### config.mk
export PLATFORM = sky130hd
export DESIGN_NAME = rs4_enc
export DESIGN_NICKNAME = d
export VERILOG_FILES = /design/src/rtl/rs4_pkg.sv /design/src/rtl/rs4_gf_mul.sv /design/src/rtl/rs4_ctrl.sv /design/src/rtl/rs4_coef.sv /design/src/rtl/rs4_parity.sv /design/src/rtl/rs4_enc.sv
export SDC_FILE = /design/constraint.sdc
export NUM_CORES = 1
export LEC_CHECK = 0
export BUFFER_PORTS_ARGS = -buffer_cell sky130_fd_sc_hd__buf_2
export CORE_MARGIN = 2
export CORE_UTILIZATION = 55
export CTS_CLUSTER_DIAMETER = 60
export DETAILED_ROUTE_END_ITERATION = 10
export GPL_ROUTABILITY_DRIVEN = 0
export PLACE_DENSITY = 0.79
export SLEW_MARGIN = 25
export SYNTH_ARGS = -nofsm -noshare
export SYNTH_HDL_FRONTEND = slang
export SYNTH_SLANG_ARGS = --single-unit
export TNS_END_PERCENT = 10
### constraint.sdc
create_clock -name clk_i -period 7.6 [get_ports clk_i]
set_input_delay 0.38 -clock clk_i [delete_from_list [all_inputs] [get_ports clk_i]]
set_output_delay 0.38 -clock clk_i [all_outputs]
set_load 0.02 [all_outputs]
### src/rtl/rs4_pkg.sv
package rs4_pkg;
  localparam int NPAR = 4;
  typedef enum logic {PH_DATA, PH_PAR} phase_e;
endpackage

### src/rtl/rs4_gf_mul.sv
module rs4_gf_mul #(
  parameter int SYM_W = 8,
  parameter logic [SYM_W-1:0] POLY_LO = 8'h1D
) (
  input  logic [SYM_W-1:0] a_i,
  input  logic [SYM_W-1:0] b_i,
  output logic [SYM_W-1:0] p_o
);
  logic [SYM_W-1:0] acc;
  logic [SYM_W-1:0] sh;

  always_comb begin
    acc = '0;
    sh  = a_i;
    for (int i = 0; i < SYM_W; i++) begin
      if (b_i[i]) acc = acc ^ sh;
      sh = {sh[SYM_W-2:0], 1'b0} ^ (sh[SYM_W-1] ? POLY_LO : '0);
    end
  end

  assign p_o = acc;
endmodule

### src/rtl/rs4_ctrl.sv
module rs4_ctrl
  import rs4_pkg::*;
#(
  parameter int DATA_LEN = 24
) (
  input  logic clk_i,
  input  logic rst_ni,
  input  logic valid_i,
  input  logic sob_i,
  output logic ready_o,
  output logic accept_o,
  output logic first_o,
  output logic shift_o,
  output logic last_o
);
  localparam int CNT_W = $clog2(DATA_LEN + 1);
  localparam int PC_W  = $clog2(NPAR);

  phase_e           ph_q;
  logic [CNT_W-1:0] cnt_q;
  logic [CNT_W-1:0] cnt_nxt;
  logic [PC_W-1:0]  pc_q;

  assign ready_o  = (ph_q == PH_DATA);
  assign accept_o = valid_i && ready_o;
  // block start: explicit marker or nothing counted yet
  assign first_o  = accept_o && (sob_i || cnt_q == '0);
  assign cnt_nxt  = first_o ? CNT_W'(1) : cnt_q + 1'b1;
  assign shift_o  = (ph_q == PH_PAR);
  assign last_o   = shift_o && (pc_q == PC_W'(NPAR - 1));

  always_ff @(posedge clk_i or negedge rst_ni) begin
    if (!rst_ni) begin
      ph_q  <= PH_DATA;
      cnt_q <= '0;
      pc_q  <= '0;
    end else if (ph_q == PH_DATA) begin
      if (accept_o) begin
        if (cnt_nxt == CNT_W'(DATA_LEN)) begin
          ph_q  <= PH_PAR;
          cnt_q <= '0;
        end else begin
          cnt_q <= cnt_nxt;
        end
      end
    end else begin
      if (last_o) begin
        ph_q <= PH_DATA;
        pc_q <= '0;
      end else begin
        pc_q <= pc_q + 1'b1;
      end
    end
  end
endmodule

### src/rtl/rs4_coef.sv
module rs4_coef #(
  parameter int SYM_W = 8
) (
  input  logic             clk_i,
  input  logic             rst_ni,
  input  logic             load_i,
  input  logic [SYM_W-1:0] cfg_g1_i,
  input  logic [SYM_W-1:0] cfg_g2_i,
  output logic [SYM_W-1:0] g1_o,
  output logic [SYM_W-1:0] g2_o
);
  logic [SYM_W-1:0] g1_q, g2_q;

  always_ff @(posedge clk_i or negedge rst_ni) begin
    if (!rst_ni) begin
      g1_q <= '0;
      g2_q <= '0;
    end else if (load_i) begin
      g1_q <= cfg_g1_i;
      g2_q <= cfg_g2_i;
    end
  end

  // first symbol of a block sees the live config, the rest see the latch
  assign g1_o = load_i ? cfg_g1_i : g1_q;
  assign g2_o = load_i ? cfg_g2_i : g2_q;
endmodule

### src/rtl/rs4_parity.sv
module rs4_parity
  import rs4_pkg::*;
#(
  parameter int SYM_W = 8,
  parameter logic [SYM_W-1:0] POLY_LO = 8'h1D
) (
  input  logic             clk_i,
  input  logic             rst_ni,
  input  logic             absorb_i,
  input  logic             clear_i,
  input  logic             shift_i,
  input  logic [SYM_W-1:0] d_i,
  input  logic [SYM_W-1:0] g1_i,
  input  logic [SYM_W-1:0] g2_i,
  output logic [SYM_W-1:0] top_o
);
  logic [SYM_W-1:0] p_q  [NPAR];
  logic [SYM_W-1:0] base [NPAR];
  logic [SYM_W-1:0] tap  [NPAR];
  logic [SYM_W-1:0] fb;
  logic [SYM_W-1:0] prod_g1, prod_g2;

  assign fb = d_i ^ (clear_i ? '0 : p_q[NPAR-1]);

  rs4_gf_mul #(.SYM_W(SYM_W), .POLY_LO(POLY_LO)) i_mul_g1 (
    .a_i(fb), .b_i(g1_i), .p_o(prod_g1)
  );
  rs4_gf_mul #(.SYM_W(SYM_W), .POLY_LO(POLY_LO)) i_mul_g2 (
    .a_i(fb), .b_i(g2_i), .p_o(prod_g2)
  );

  assign base[0] = '0;
  assign tap[0]  = fb;

  always_ff @(posedge clk_i or negedge rst_ni) begin
    if (!rst_ni)       p_q[0] <= '0;
    else if (absorb_i) p_q[0] <= fb;
    else if (shift_i)  p_q[0] <= '0;
  end

  for (genvar j = 1; j < NPAR; j++) begin : g_stage
    assign base[j] = clear_i ? '0 : p_q[j-1];
    // palindromic taps: odd powers share g1, even power uses g2
    if (j % 2 == 1) begin : g_odd
      assign tap[j] = prod_g1;
    end else begin : g_even
      assign tap[j] = prod_g2;
    end

    always_ff @(posedge clk_i or negedge rst_ni) begin
      if (!rst_ni)       p_q[j] <= '0;
      else if (absorb_i) p_q[j] <= base[j] ^ tap[j];
      else if (shift_i)  p_q[j] <= p_q[j-1];
    end
  end

  assign top_o = p_q[NPAR-1];
endmodule

### src/rtl/rs4_enc.sv
module rs4_enc #(
  parameter int DATA_LEN = 24,
  parameter int SYM_W = 8,
  parameter logic [SYM_W-1:0] POLY_LO = 8'h1D
) (
  input  logic             clk_i,
  input  logic             rst_ni,
  input  logic [SYM_W-1:0] cfg_g1_i,
  input  logic [SYM_W-1:0] cfg_g2_i,
  input  logic             s_valid_i,
  output logic             s_ready_o,
  input  logic             s_sob_i,
  input  logic [SYM_W-1:0] s_data_i,
  output logic             m_valid_o,
  output logic [SYM_W-1:0] m_data_o,
  output logic             m_parity_o,
  output logic             m_last_o
);
  logic             accept, first, shift, plast;
  logic [SYM_W-1:0] g1, g2, ptop;

  rs4_ctrl #(.DATA_LEN(DATA_LEN)) i_ctrl (
    .clk_i(clk_i), .rst_ni(rst_ni), .valid_i(s_valid_i), .sob_i(s_sob_i),
    .ready_o(s_ready_o), .accept_o(accept), .first_o(first),
    .shift_o(shift), .last_o(plast)
  );

  rs4_coef #(.SYM_W(SYM_W)) i_coef (
    .clk_i(clk_i), .rst_ni(rst_ni), .load_i(first),
    .cfg_g1_i(cfg_g1_i), .cfg_g2_i(cfg_g2_i), .g1_o(g1), .g2_o(g2)
  );

  rs4_parity #(.SYM_W(SYM_W), .POLY_LO(POLY_LO)) i_parity (
    .clk_i(clk_i), .rst_ni(rst_ni), .absorb_i(accept), .clear_i(first),
    .shift_i(shift), .d_i(s_data_i), .g1_i(g1), .g2_i(g2), .top_o(ptop)
  );

  always_ff @(posedge clk_i or negedge rst_ni) begin
    if (!rst_ni) begin
      m_valid_o  <= 1'b0;
      m_data_o   <= '0;
      m_parity_o <= 1'b0;
      m_last_o   <= 1'b0;
    end else begin
      m_valid_o  <= accept || shift;
      m_parity_o <= shift;
      m_last_o   <= plast;
      if (accept)     m_data_o <= s_data_i;
      else if (shift) m_data_o <= ptop;
    end
  end
endmodule

==> metrics.md <==
| Metric | Value |
|---|---|
| Worst reg2reg path depth | 10 |
| Postcts setup bufs | 0 |
| CORE AREA | between 10000 and 15000 µm² |
| Avg Inst Size Synth | between 8 and 9 µm² |
| Clock latency at the later pin of the worst-skew pair | between 0.3 and 0.4 ns |
| Final Setup Violations | 0 |
| Routed WL | around 17000 µm |
| Final Hold Fails | 0 |
| WL/cell | 19.91 µm |
| Data required, critical path | just under 8 ns |
| Dominant synthesized flop cell | dfrtp_1 |
| N_diodes | 0 |
| Pre-CTS setup slack | 2.482 ns |
| First-pass GRT wire length | 27160 µm |
| Die height | between 100 and 150 µm |
| RR Startpoint | i_ctrl.shift_o |
| Die ar. | roughly 12000 µm² |
| Top post-synthesis cells by area | dfrtp_1 28%, xnor2_1 14%, xnor3_1 5.3% |
| Highest Clock Rate | just over 200 MHz |
| CP max FO | 40 |
| Clk slew on worst S/H paths | about 0.090 ns |
| Slew Limit Fails | 0 |
| Most used cell, CP | xnor2_1 |
| Clock root cell | clkbuf_8 |
| CP startpoint kind | primary input |
| Initial antenna violation count | 0 |
| Share of cells above drive strength 1 | 0.1327 |
| IO Port Bufs | 39 |
| Class of the worst hold path | in -> async |
| Synth top area share | 0.2832 |
| R2R setup slack | about 3.1 ns |
| Vias per cell | a little over 6 |
| CTS sink cnt | 67 |
| Worst Tran Pin Value | 0.9732 ns |
| DRT Pass-1 Iters | 6 |
| Critical R2R Capture | i_parity.p_q[12] |
| Worst Skew | about 0.011 ns |
| Post-route ant nets | 0 |
| Nets | between 700 and 800 |
| Minimum clock period | ~4.8 ns |
| Post-synthesis to final-layout area growth | 6.762% |
| Netlist cell types | 65 |
| Syn_nets | 728 |
| Relative slew slack | 0.3326 |
| Asr flop ratio synth | 1.000 |
| Setup crit end | i_parity.p_q[12] |
| IO Pins | 40 |
| Num CTS Buffers | 9 |
| Setup crit end kind | flip-flop |
| Row count | 37 |
| Final worst setup slack | approximately 2.8 ns |
| First DRT Iteration DRCs | 661 |
| GRT overflow | 0 |
| Largest net degree at the start of global routing | 68 |
| Yosys reg bits | 67 |
| Mapped Cells | approximately 700 |
| Most frequent cells in the layout | 97 x xnor2_1, 82 x nand2_1, 80 x nor2_1 |
| Commonest non-fill, non-tap cell in the layout | xnor2_1 |
| RSZ-0062 raised after global routing | false |
| Slowest CP cell | mux2i_1 |
| Clock Tree Buf Depth | 2 |
| CTS tree | done |
| Max Cap Viol | 0 |
| Quantity of gates resized following cts | 0 |
| Die X | 107.8 µm |
| GRT Resource Usage Total | 0.3065 |
| Vias in the first global route | 5121 |
| Top cell type by total area after synthesis | dfrtp_1 |
| Final worst-path cycle share | 0.6356 |
| Worst Path Class, Setup | in -> reg |
| Register area share after synthesis | 0.2832 |
| Fin Setup TNS | 0 ns |
| Detailed-route via count | 5303 |
| Syn Std Cell Area | 5921 µm² |
| Initial Utilization | 0.5709 |
| Outcome | finished clean |
| Crit path largest cell delay | 0.84 ns |
| YS warnings | 0 |
| Hold_buf cts | 0 |
| H-tree levels | 3 |
| DRC Markers | 0 |
| Dpl hpwl | 12080 µm |
| Post-synth EDFFs | 0 |
| Crit-path cells | buf_2 > nor2b_1 > o21a_2 > buf_4 > mux2i_1 > nor3_1 > xnor2_1 > xnor3_1 > xnor2_1 > or3_1 > o2111ai_1 |
| Crit path from | s_valid_i |
| Crit path arrival time | roughly 5 ns |
worst min-delay path by stage:
stage,end,slack (ns),cells past startpoint
after floorplan,i_coef.g1_q[0],0.08,0
after global placement,i_parity.p_q[9],0.49,2
after detailed placement,i_ctrl.pc_q[1],0.51,1
after CTS,i_coef.g2_q[6],0.25,2
after global routing,i_coef.g2_q[6],0.28,2
final,i_coef.g2_q[6],0.18,2
synthesized netlist by cell type (4+ instances only):
| cell type | count |
|---|---|
| or3_1 | 14 |
| a222oi_1 | 4 |
| and2_1 | 7 |
| nand3_1 | 10 |
| and3_1 | 8 |
| a211oi_1 | 9 |
| xnor2_1 | 97 |
| inv_1 | 23 |
| mux2i_1 | 26 |
| a21oi_1 | 27 |
| nand4_1 | 11 |
| buf_4 | 4 |
| dfrtp_1 | 67 |
| nor2_1 | 80 |
| xor2_1 | 34 |
| a22oi_1 | 13 |
| o21ai_1 | 5 |
| o21ai_0 | 29 |
| o22ai_1 | 5 |
| nor3_1 | 15 |
| xnor3_1 | 14 |
| nor3b_1 | 4 |
| buf_2 | 10 |
| nand2_1 | 82 |
| mux2i_2 | 4 |
| clkbuf_1 | 23 |
| inv_2 | 5 |
routing by layer:
| layer | share of wire | global-route usage | up-vias |
|---|---|---|---|
| met4 | 0.033 | 0.1310 | 0 |
| met3 | 0.11 | 0.06598 | 45 |
| met5 | 0 | 0 | - |
| met1 | 0.39 | 0.4097 | 2533 |
| li1 | - | - | 2403 |
| met2 | 0.47 | 0.4789 | 322 |
registers in the layout, indices dropped and copies added, names as in the netlist:
signal          flops
i_parity.p_q       24
i_coef.g1_q         8
i_coef.g2_q         8
i_parity.top_o      8
m_data_o            8
i_ctrl.cnt_q        5
i_ctrl.pc_q         2
i_ctrl.shift_o      1
m_last_o            1
m_parity_o          1
m_valid_o           1
per-stage QoR:
stage                       util  instances  cell area, µm²  hold WS [ns]
after global placement    0.5893        836            6111        0.4910
after global routing      0.6096        852            6321        0.2818
after CTS                 0.6096        852            6321        0.2521
after floorplan                -        697            5921       0.08441
final                     0.6096        852            6321        0.1796
after detailed placement  0.5893        836            6111        0.5088
logic make-up after synthesis:
logic type / share of synthesized area
multiplexers: 0.05896
flip-flops: 0.2832
AO/OA/AOI/OAI: 0.1378
XOR/XNOR: 0.2599
AND/OR/NAND/NOR: 0.1974
adder cells (fa/ha/maj): 0.006340
buffers and inverters: 0.05642
critical path: cells and delay by family:
| family | cells | cell delay [ns] |
|---|---|---|
| buf+inv | 2 | 1.00 |
| mux | 1 | 0.84 |
| xor+xnor | 3 | 1.08 |
| compound gates | 2 | 0.68 |
| simple gates | 3 | 1.04 |
final cells by class:
| cell class | count | area [µm²] |
|---|---|---|
| clock buffers | 11 | 151.4 |
| clock inverters | 5 | 58.81 |
| fillers | 902 | 4049 |
| inverters | 28 | 105.1 |
| multi-input cells | 559 | 3911 |
| flip-flops and latches | 67 | 1677 |
| well taps | 136 | 170.2 |
| repair buffers | 46 | 247.7 |
Power is left out: the tool's default activity adds up to more than one toggle a clock period on the data nets, which glitch-free logic cannot reach.
